### src/rtl/boot_sel_pkg.sv
package boot_sel_pkg;

    localparam int unsigned HOLD_CYC_DEF = 3;
    localparam int unsigned DEB_CYC_DEF  = 16;
    localparam int unsigned EXIT_CYC_DEF = 4;

    typedef enum logic [1:0] {
        PH_RESET = 2'd0,
        PH_HOLD  = 2'd1,
        PH_RUN   = 2'd2
    } phase_e;

    typedef struct packed {
        logic rom;   // 1: boot ROM, 0: flash
        logic ovr;   // override accepted
    } boot_dec_t;

    typedef struct packed {
        logic flex;
        logic sec;
    } opt_bits_t;

    // Override wins; otherwise a cleared flex bit falls back to ROM.
    function automatic boot_dec_t decide_boot(input logic ovr_ok, input logic flex);
        boot_dec_t d;
        d.ovr = ovr_ok;
        d.rom = ovr_ok | ~flex;
        return d;
    endfunction

    function automatic opt_bits_t next_opt(
        input opt_bits_t cur,
        input logic      wr,
        input opt_bits_t wdata,
        input logic      pg_erase,
        input logic      ms_erase
    );
        opt_bits_t n;
        n = cur;
        if (ms_erase) begin
            n.flex = 1'b0;
            n.sec  = 1'b0;
        end else if (pg_erase) begin
            n.flex = 1'b0;
        end else if (wr) begin
            n = wdata;
        end
        return n;
    endfunction

endpackage

### src/rtl/bsel_exit_reset.sv
module bsel_exit_reset #(
    parameter int unsigned EXIT_CYC = boot_sel_pkg::EXIT_CYC_DEF
) (
    input  logic clk,
    input  logic ext_rst_n,
    input  logic exit_req,
    output logic exit_active
);
    localparam int unsigned CW = $clog2(EXIT_CYC + 1);

    logic [CW-1:0] cnt_q;

    always_ff @(posedge clk) begin
        if (!ext_rst_n) begin
            cnt_q <= '0;
        end else if (cnt_q != '0) begin
            cnt_q <= cnt_q - 1'b1;
        end else if (exit_req) begin
            cnt_q <= CW'(EXIT_CYC);
        end
    end

    assign exit_active = (cnt_q != '0);
endmodule

### src/rtl/bsel_window.sv
module bsel_window
    import boot_sel_pkg::*;
#(
    parameter int unsigned HOLD_CYC = HOLD_CYC_DEF
) (
    input  logic clk,
    input  logic ext_rst_n,
    input  logic exit_active,
    input  logic hv_detect,
    input  logic flex,
    output logic boot_rom_sel,
    output logic start_strobe,
    output logic ovr_active,
    output logic in_run
);
    localparam int unsigned CW = (HOLD_CYC < 2) ? 1 : $clog2(HOLD_CYC);
    localparam logic [CW-1:0] LAST = CW'(HOLD_CYC - 1);

    phase_e        phase_q;
    logic [CW-1:0] cnt_q;
    logic          hv_q;
    logic          sel_q;
    logic          strobe_q;
    logic          ovr_q;
    logic          rst_any;
    logic          hv_ok;
    boot_dec_t     dec;

    assign rst_any = !ext_rst_n || exit_active;
    assign hv_ok   = hv_q & hv_detect;
    assign dec     = decide_boot(hv_ok, flex);

    always_ff @(posedge clk) begin
        strobe_q <= 1'b0;
        if (rst_any) begin
            phase_q <= PH_RESET;
            cnt_q   <= '0;
            ovr_q   <= 1'b0;
            // only an external reset may arm the override
            hv_q    <= ext_rst_n ? 1'b0 : hv_detect;
            if (!ext_rst_n) begin
                sel_q <= 1'b0;
            end
        end else begin
            unique case (phase_q)
                PH_RESET, PH_HOLD: begin
                    hv_q <= hv_ok;
                    if (cnt_q == LAST) begin
                        sel_q    <= dec.rom;
                        ovr_q    <= dec.ovr;
                        strobe_q <= 1'b1;
                        phase_q  <= PH_RUN;
                    end else begin
                        cnt_q   <= cnt_q + 1'b1;
                        phase_q <= PH_HOLD;
                    end
                end
                PH_RUN: begin
                    phase_q <= PH_RUN;
                end
                default: begin
                    phase_q <= PH_RESET;
                end
            endcase
        end
    end

    assign boot_rom_sel = sel_q;
    assign start_strobe = strobe_q;
    assign ovr_active   = ovr_q;
    assign in_run       = (phase_q == PH_RUN);
endmodule

### src/rtl/bsel_debounce.sv
module bsel_debounce #(
    parameter int unsigned DEB_CYC = boot_sel_pkg::DEB_CYC_DEF
) (
    input  logic clk,
    input  logic rst_any,
    input  logic enable,
    input  logic pin_in,
    output logic isp_en
);
    localparam int unsigned CW = $clog2(DEB_CYC + 1);
    localparam logic [CW-1:0] LAST = CW'(DEB_CYC - 1);

    logic [CW-1:0] cnt_q;
    logic          en_q;

    always_ff @(posedge clk) begin
        if (rst_any) begin
            cnt_q <= '0;
            en_q  <= 1'b0;
        end else if (enable && !en_q) begin
            if (pin_in) begin
                cnt_q <= '0;
            end else if (cnt_q == LAST) begin
                en_q <= 1'b1;
            end else begin
                cnt_q <= cnt_q + 1'b1;
            end
        end
    end

    assign isp_en = en_q;
endmodule

### src/rtl/bsel_option_bits.sv
module bsel_option_bits
    import boot_sel_pkg::*;
(
    input  logic clk,
    input  logic wr,
    input  logic wr_flex,
    input  logic wr_sec,
    input  logic pg_erase,
    input  logic ms_erase,
    output logic flex,
    output logic sec
);
    opt_bits_t bits_q;
    opt_bits_t wdata;

    assign wdata = '{flex: wr_flex, sec: wr_sec};

    // Non-volatile contents: no reset of any kind touches them.
    always_ff @(posedge clk) begin
        bits_q <= next_opt(bits_q, wr, wdata, pg_erase, ms_erase);
    end

    assign flex = bits_q.flex;
    assign sec  = bits_q.sec;
endmodule

### src/rtl/boot_source_ctrl.sv
module boot_source_ctrl
    import boot_sel_pkg::*;
#(
    parameter int unsigned HOLD_CYC = HOLD_CYC_DEF,
    parameter int unsigned DEB_CYC  = DEB_CYC_DEF,
    parameter int unsigned EXIT_CYC = EXIT_CYC_DEF
) (
    input  logic clk,
    input  logic reset_n_pin,
    input  logic hv_detect,
    input  logic ovr_pin_in,
    input  logic exit_req,
    input  logic opt_wr,
    input  logic opt_wr_flex,
    input  logic opt_wr_sec,
    input  logic erase_page,
    input  logic erase_mass,
    output logic core_reset,
    output logic boot_rom_sel,
    output logic start_strobe,
    output logic load_clk_en,
    output logic isp_en,
    output logic opt_flex,
    output logic opt_sec
);
    logic exit_active;
    logic ovr_active;
    logic in_run;
    logic ldclk_q;

    assign core_reset = !reset_n_pin || exit_active;

    bsel_exit_reset #(.EXIT_CYC(EXIT_CYC)) exit_i (
        .clk         (clk),
        .ext_rst_n   (reset_n_pin),
        .exit_req    (exit_req),
        .exit_active (exit_active)
    );

    bsel_window #(.HOLD_CYC(HOLD_CYC)) win_i (
        .clk          (clk),
        .ext_rst_n    (reset_n_pin),
        .exit_active  (exit_active),
        .hv_detect    (hv_detect),
        .flex         (opt_flex),
        .boot_rom_sel (boot_rom_sel),
        .start_strobe (start_strobe),
        .ovr_active   (ovr_active),
        .in_run       (in_run)
    );

    bsel_debounce #(.DEB_CYC(DEB_CYC)) deb_i (
        .clk     (clk),
        .rst_any (core_reset),
        .enable  (in_run && ovr_active),
        .pin_in  (ovr_pin_in),
        .isp_en  (isp_en)
    );

    bsel_option_bits opt_i (
        .clk      (clk),
        .wr       (opt_wr),
        .wr_flex  (opt_wr_flex),
        .wr_sec   (opt_wr_sec),
        .pg_erase (erase_page),
        .ms_erase (erase_mass),
        .flex     (opt_flex),
        .sec      (opt_sec)
    );

    // Load clock follows the detector flag, silenced during an exit reset.
    always_ff @(posedge clk) begin
        if (exit_active) begin
            ldclk_q <= 1'b0;
        end else begin
            ldclk_q <= hv_detect;
        end
    end

    assign load_clk_en = ldclk_q;
endmodule

### config.mk
export PLATFORM = sky130hd
export DESIGN_NAME = boot_source_ctrl
export DESIGN_NICKNAME = d
export VERILOG_FILES = /design/src/rtl/boot_sel_pkg.sv /design/src/rtl/bsel_exit_reset.sv /design/src/rtl/bsel_window.sv /design/src/rtl/bsel_debounce.sv /design/src/rtl/bsel_option_bits.sv /design/src/rtl/boot_source_ctrl.sv
export SDC_FILE = /design/constraint.sdc
export NUM_CORES = 1
export LEC_CHECK = 0
export BUFFER_PORTS_ARGS = -buffer_cell sky130_fd_sc_hd__buf_2
export CAP_MARGIN = 20
export CORE_MARGIN = 3
export CORE_UTILIZATION = 45
export CTS_CLUSTER_SIZE = 12
export DETAILED_ROUTE_END_ITERATION = 10
export HOLD_SLACK_MARGIN = 0.02
export PLACE_DENSITY_LB_ADDON = 0.1
export SETUP_SLACK_MARGIN = 0.05
export SLEW_MARGIN = 20
export SYNTH_ARGS = -nofsm -noshare
export SYNTH_HDL_FRONTEND = slang
export SYNTH_HIERARCHICAL = 1
export SYNTH_SLANG_ARGS = --single-unit
### constraint.sdc
create_clock -name clk -period 3.4 [get_ports clk]
set_input_delay 0.51 -clock clk [delete_from_list [all_inputs] [get_ports clk]]
set_output_delay 0.51 -clock clk [all_outputs]
set_load 0.005 [all_outputs]
# Word level (Yosys, flattened, before mapping)
# Cells that the tools add are included.
totals:
  ff_bits: 20
  inputBits: 10
  out_inout_bits: 7
  word_cells: 61
op_classes:
  add_sub_neg: 3
  n_eq_ne: 6
  n_mux: 14
  bitwise_logic: 7
  reduce_logical: 19
op_table:
  columns: ["op", "n"]
  rows:
  - ["$mux 5", 2]
  - ["$mux 1", 8]
  - ["$reduce_and 2->1", 4]
  - ["$mux 3", 2]
  - ["$reduce_and 3->1", 2]
  - ["$reduce_bool 2->1", 3]
  - ["$reduce_or 2->1", 3]
  - ["$add 5x1->5 const B", 1]
  - ["$eq 5x4->1 const B", 1]
  - ["$not 1->1", 5]
  - ["$eq 2x2->1 const B", 2]
  - ["$ne 2x2->1 const B", 2]
  - ["$pmux 2 s2", 1]
  - ["$reduce_bool 3->1", 1]
  - ["$sub 3x1->3 const B", 1]
  - ["$add 2x1->2 const B", 1]
  - ["$eq 2x1->1 const B", 1]
  - ["$logic_and 1x1->1", 2]
  - ["$logic_not 1->1", 2]
  - ["$logic_not 2->1", 1]
  - ["$mux 2", 1]
  - ["$and 1x1->1", 1]
  - ["$logic_or 1x1->1", 1]
  - ["$or 1x1->1", 1]

# Depth between registers and ports, before layout
depth:
  depth_word: 5
  mapped_depth: 7
  depth_no_buf: 6

# By module
# Netlist, hierarchy kept.
modules_own_cells:
  columns: ["mod", "instances", "cells_each", "area_per_inst_um2", "seq_area_each_um2"]
  rows:
  - ["bsel_window", 1, 31, 322.8, 180.2]
  - ["bsel_debounce", 1, 34, 302.8, 120.1]
  - ["bsel_exit_reset", 1, 15, 142.6, 60.1]
  - ["bsel_option_bits", 1, 8, 83.8, 40.0]
  - ["boot_source_ctrl", 1, 4, 38.8, 20.0]

# Least setup slack after synthesis
# OpenSTA, ideal clock, no wires.
synth_path:
  kind: "register -> register"
  start: "register deb_i.cnt_q[0]"
  end: "register deb_i.cnt_q[3]"
  setup_ps: 70
  arrival_time_ps: 1632
  required_ps: 3330
  slack_ps: 1699
  path_stages_with_launch: 7
  n_path_buf: 0
  period_less_slack_ps: 1701
  path_cell_list: "dfxtp_1 ha_1 and3_1 ha_1 nor2b_1 or4_1 a21oi_1"
synth_via:
  elab_chain_len: 3
  word_cells_on_any_way: 6
  classes_between: "add/sub (1); eq/ne (2); mux (2); reduce/logical (1)"
synth_rtl:
  columns: ["element", "line_no", "source"]
  rows:
  - ["start, declared", "bsel_debounce.sv:13", "logic [CW-1:0] cnt_q;"]
  - ["start signal, assigned", "bsel_debounce.sv:26", "cnt_q <= cnt_q + 1'b1;"]
  - ["$add 5x1->5 / $eq 5x4->1 (equally long branches)", "bsel_debounce.sv:26, bsel_debounce.sv:23", null]
  - ["$mux 5 / $ne 2x2->1 (equally long branches)", null, null]
  - ["$mux 5 / $reduce_and 2->1 (equally long branches)", null, null]
# Several ways; a longest one is shown, not always the timed one. The select of a mux whose other input is x is not followed.
# A chain may end at the register's enable or synchronous reset.

# Worst setup path after layout
layout_path:
  start: "register exit_i.cnt_q[0]"
  end: "output port core_reset"
layout_via:
  elab_chain_len: 2
layout_rtl:
  columns: ["element", "line_no", "source"]
  rows:
  - ["start, declared", "bsel_exit_reset.sv:11", "logic [CW-1:0] cnt_q;"]
  - ["start signal, assigned", "bsel_exit_reset.sv:17", "cnt_q <= cnt_q - 1'b1;"]
  - ["start signal, assigned", "bsel_exit_reset.sv:19", "cnt_q <= CW'(EXIT_CYC);"]
  - ["$reduce_bool 3->1", "bsel_exit_reset.sv:23", "assign exit_active = (cnt_q != '0);"]
  - ["net exit_active", "boot_source_ctrl.sv:26", "logic exit_active;"]
  - ["$logic_or 1x1->1", "boot_source_ctrl.sv:31", "assign core_reset = !reset_n_pin || exit_active;"]
  - ["end, declared", "boot_source_ctrl.sv:18", "output logic core_reset,"]
# The timed path passes the listed nets, and every way through them passes these cells.

==> metrics.md <==
| Metric | Value |
|---|---|
| Global placer's final weighted congestion | `0.713` |
| CTS H-tree depth | `1` |
| Placed Instance Area | `991 um^2` |
| Total congestion overflow after global routing | `0` |
| Post-synth EDFFs | `2` |
| Post-route core utilization | `56.5%` |
| Total Die Area | `0.00255 mm^2` |
| Commonest register cell after synthesis | `sky130_fd_sc_hd__dfxtp_1` |
| Critical Path RT | `2890 ps` |
| Average via count per standard cell | `5.02` |
| Hold bufs inserted after CTS | `0` |
| CTS clk-pin slew, worst paths | `110 ps` |
| Data arrival time of the worst path | `1470 ps` |
| Clock Path Buffers | `2` |
| Net count, final | `126` |
| Fill cells | `176` |
| Post-synthesis instance total | `92` |
| Final period demand of the worst path | `1980 ps` |
| Fin cells | `136` |
| Transition time at the pin with the least slew margin | `473 ps` |
| Count of endpoints failing setup in the final report | `0` |
| Length of the first detailed-routing pass in iterations | `4` |
| Number of library cell types mapped by synthesis | `33` |
| Sink count of the clock tree | `20` |
| Routed wirelength normalized by instance count | `11.0 um` |
| Minimum setup slack after placement | `1570 ps` |
| Overall die width | `50.5 um` |
| Fraction of synthesis flops using an asynchronous set or reset pin | `0%` |
| Share of post-route cells with drive strength above 1 | `19.8%` |
| Die H | `50.5 um` |
| Worst IR drop on VDD | `0.416 mV` |
| I/O pin count | `17` |
| Worst-case headroom to the max-slew limit | `68.4%` |
| Net Count, Synth | `106` |
| Part of the Yosys area used for sequential elements | `47.2%` |
| Total negative slack | `0 ps` |
| Setup repair after global routing missed its margin | `no` |
| Number of violations reported at the end of detailed-routing iteration 0 | `4` |
| Post-CTS setup buffer count | `0` |
| Placeable core region | `0.00180 mm^2` |
| FF+latch count, synth | `20` |
| Initial Util | `49.4%` |
| Half-perimeter wire length after detailed placement | `1140 um` |
| Critical Path Sink Type | `primary output` |
| Total Wirelength | `1500 um` |
| Slew Limit Fails | `0` |
| Final Hold Viols | `0` |
| Critical-path maximum fanout | `7` |
| First-pass GRT wire length | `2480 um` |
| Quantity of I/O buffers inserted on ports | `16` |
| Overall track demand over capacity in global routing | `13.0%` |
| Ratio of total power to cell area | `619 mW/mm^2` |
| Category of the critical setup timing path | `flop to primary output` |
| Area of the mapped netlist | `891 um^2` |
| Clock tree from TritonCTS | `built` |
| Post-route DRC | `0` |
| Cell area after layout | `0.00102 mm^2` |
| # placed instances | `132` |
| Number of max-capacitance violations reported | `0` |
| F_max | `0.505 GHz` |
| Final antenna-violating net count | `0` |
| CTS Root Buffer Type | `sky130_fd_sc_hd__clkbuf_4` |
| Final clock skew | `7.07 ps` |
| Diode insertion count for antenna repair | `0` |
| Antenna violations before repair | `0` |
| Final Cycle Share | `58.3%` |
| Number of buffers created by CTS | `3` |
| Setup slack of the critical path after layout | `1420 ps` |
| Largest net degree at the start of global routing | `12` |
| Total number of vias | `683` |
| Via count of the first global-routing pass | `606` |
| Number of rows in the core area | `15` |
| Synth Area per Inst | `9.68 um^2` |
| Number of cells upsized or downsized after cts | `0` |
| Startpoint types | `flop` |
| Lkg Pwr | `0.425 nW` |
| Relative area change from synthesis to final layout | `14.2%` |
| Total number of yosys warnings | `6` |
| Class of the tightest hold or removal check | `input port to flop` |
| Outcome | `finished clean` |
| Worst-skew pair later-pin latency | `300 ps` |
flip-flops by register name (all words and copies together), names as in the netlist:
register            flops
deb_i/isp_en            1
win_i/ovr_active        1
win_i/phase_q           2
win_i/start_strobe      1
win_i/cnt_q             2
opt_i/flex              1
load_clk_en             1
exit_i/cnt_q            3
win_i/hv_q              1
win_i/boot_rom_sel      1
opt_i/sec               1
deb_i/cnt_q             5
cell usage in the layout, fill, tap and decap left out:
cell,instances
sky130_fd_sc_hd__a21oi_2,1
sky130_fd_sc_hd__buf_2,16
sky130_fd_sc_hd__clkbuf_4,3
sky130_fd_sc_hd__a32o_1,1
sky130_fd_sc_hd__nor2_1,5
sky130_fd_sc_hd__o21ai_0,3
sky130_fd_sc_hd__dfxtp_1,18
sky130_fd_sc_hd__a21boi_0,1
sky130_fd_sc_hd__nor2b_1,3
sky130_fd_sc_hd__nor3_1,2
sky130_fd_sc_hd__or4_1,4
sky130_fd_sc_hd__inv_1,7
sky130_fd_sc_hd__nand3_1,1
sky130_fd_sc_hd__a21oi_1,8
sky130_fd_sc_hd__and2_1,1
sky130_fd_sc_hd__or2b_1,1
sky130_fd_sc_hd__nor2_2,1
sky130_fd_sc_hd__edfxtp_1,2
sky130_fd_sc_hd__nand4bb_1,1
sky130_fd_sc_hd__o31ai_1,2
sky130_fd_sc_hd__ha_1,4
sky130_fd_sc_hd__nand2_1,4
sky130_fd_sc_hd__nand2b_4,1
sky130_fd_sc_hd__mux2i_1,1
sky130_fd_sc_hd__o21ai_1,2
sky130_fd_sc_hd__nand3b_1,1
sky130_fd_sc_hd__nand2b_1,7
sky130_fd_sc_hd__and3_1,2
sky130_fd_sc_hd__o211a_1,2
sky130_fd_sc_hd__o21bai_1,1
sky130_fd_sc_hd__xnor2_1,1
sky130_fd_sc_hd__or2_1,1
sky130_fd_sc_hd__a211oi_1,1
sky130_fd_sc_hd__clkbuf_1,1
sky130_fd_sc_hd__or4b_1,1
per-layer routing:
metal,GRT usage [%],share of wire [%],up-vias
li1,-,-,362
met1,15.1,48,309
met2,20.9,47,10
met3,5.34,4.2,2
met4,5.38,0.47,0
met5,0,0,-
critical path, stage by stage (launching register included):
cell and delay (ps):
sky130_fd_sc_hd__dfxtp_1 390, sky130_fd_sc_hd__nor2_2 50, sky130_fd_sc_hd__ha_1 180, sky130_fd_sc_hd__inv_1 150, sky130_fd_sc_hd__nand2b_1 240, sky130_fd_sc_hd__buf_2 150
synth_stat cells, drive strengths merged (2+ instances only):
cell type,n,area [um^2]
o21ai,5,25.0
ha,4,50.1
nor3,2,10.0
o211a,2,20.0
nor2b,3,18.8
a21oi,9,48.8
edfxtp,2,60.1
and3,2,12.5
or4,4,30.0
nand2b,8,57.6
o31ai,2,15.0
dfxtp,18,360
nand2,4,15.0
nor2,6,25.0
inv,7,26.3
where the power goes:
part	internal, W	leakage [nW]	switching, W	total, W
Clock	0.0000457	0.0150	0.0000672	0.000113
Combinational	0.0000936	0.241	0.000109	0.000202
Sequential	0.000288	0.168	0.0000263	0.000314
metrics by stage:
stage          power, W  hold WS, ps
6_report       0.000629          392
4_1_cts        0.000644          374
3_3_place_gp   0.000520          450
5_1_grt        0.000685          387
3_5_place_dp   0.000526          457
2_1_floorplan  0.000468          444
cell type report:
class | count | area (um^2) | share of cell area (%)
timing repair buffer | 16 | 80.1 | 7.87
sequential | 20 | 420 | 41.3
clock buffer | 4 | 26.3 | 2.58
tap | 25 | 31.3 | 3.08
multi-input combinational | 64 | 433 | 42.6
inverter | 7 | 26.3 | 2.58
path summary, 6_finish.rpt:
path              slack (ps)                           from  cells past startpoint                            end
setup / recovery        1420   exit_i/cnt_q[0]$_SDFFE_PN0P_                      5                     core_reset
hold / removal           390                     erase_mass                      2        opt_i/flex$_SDFFE_PP0P_
setup reg to reg        1530    deb_i/cnt_q[0]$_SDFFE_PP0P_                      6    deb_i/cnt_q[3]$_SDFFE_PP0P_
hold reg to reg          470  win_i/ovr_active$_SDFFE_PP0P_                      2  win_i/ovr_active$_SDFFE_PP0P_
logic make-up (layout without fill, tap and decap cells):
| kind of cell | after synthesis | count (layout) | share of synthesized area, % |
|---|---|---|---|
| AO/OA/AOI/OAI | 22 | 22 | 15.9 |
| XOR/XNOR | 1 | 1 | 0.983 |
| adder cells (fa/ha/maj) | 4 | 4 | 5.62 |
| buffers and inverters | 8 | 27 | 4.21 |
| flip-flops | 20 | 20 | 47.2 |
| multiplexers | 1 | 1 | 1.12 |
| AND/OR/NAND/NOR | 36 | 36 | 25.0 |
Power figures use the tool's default switching activity.
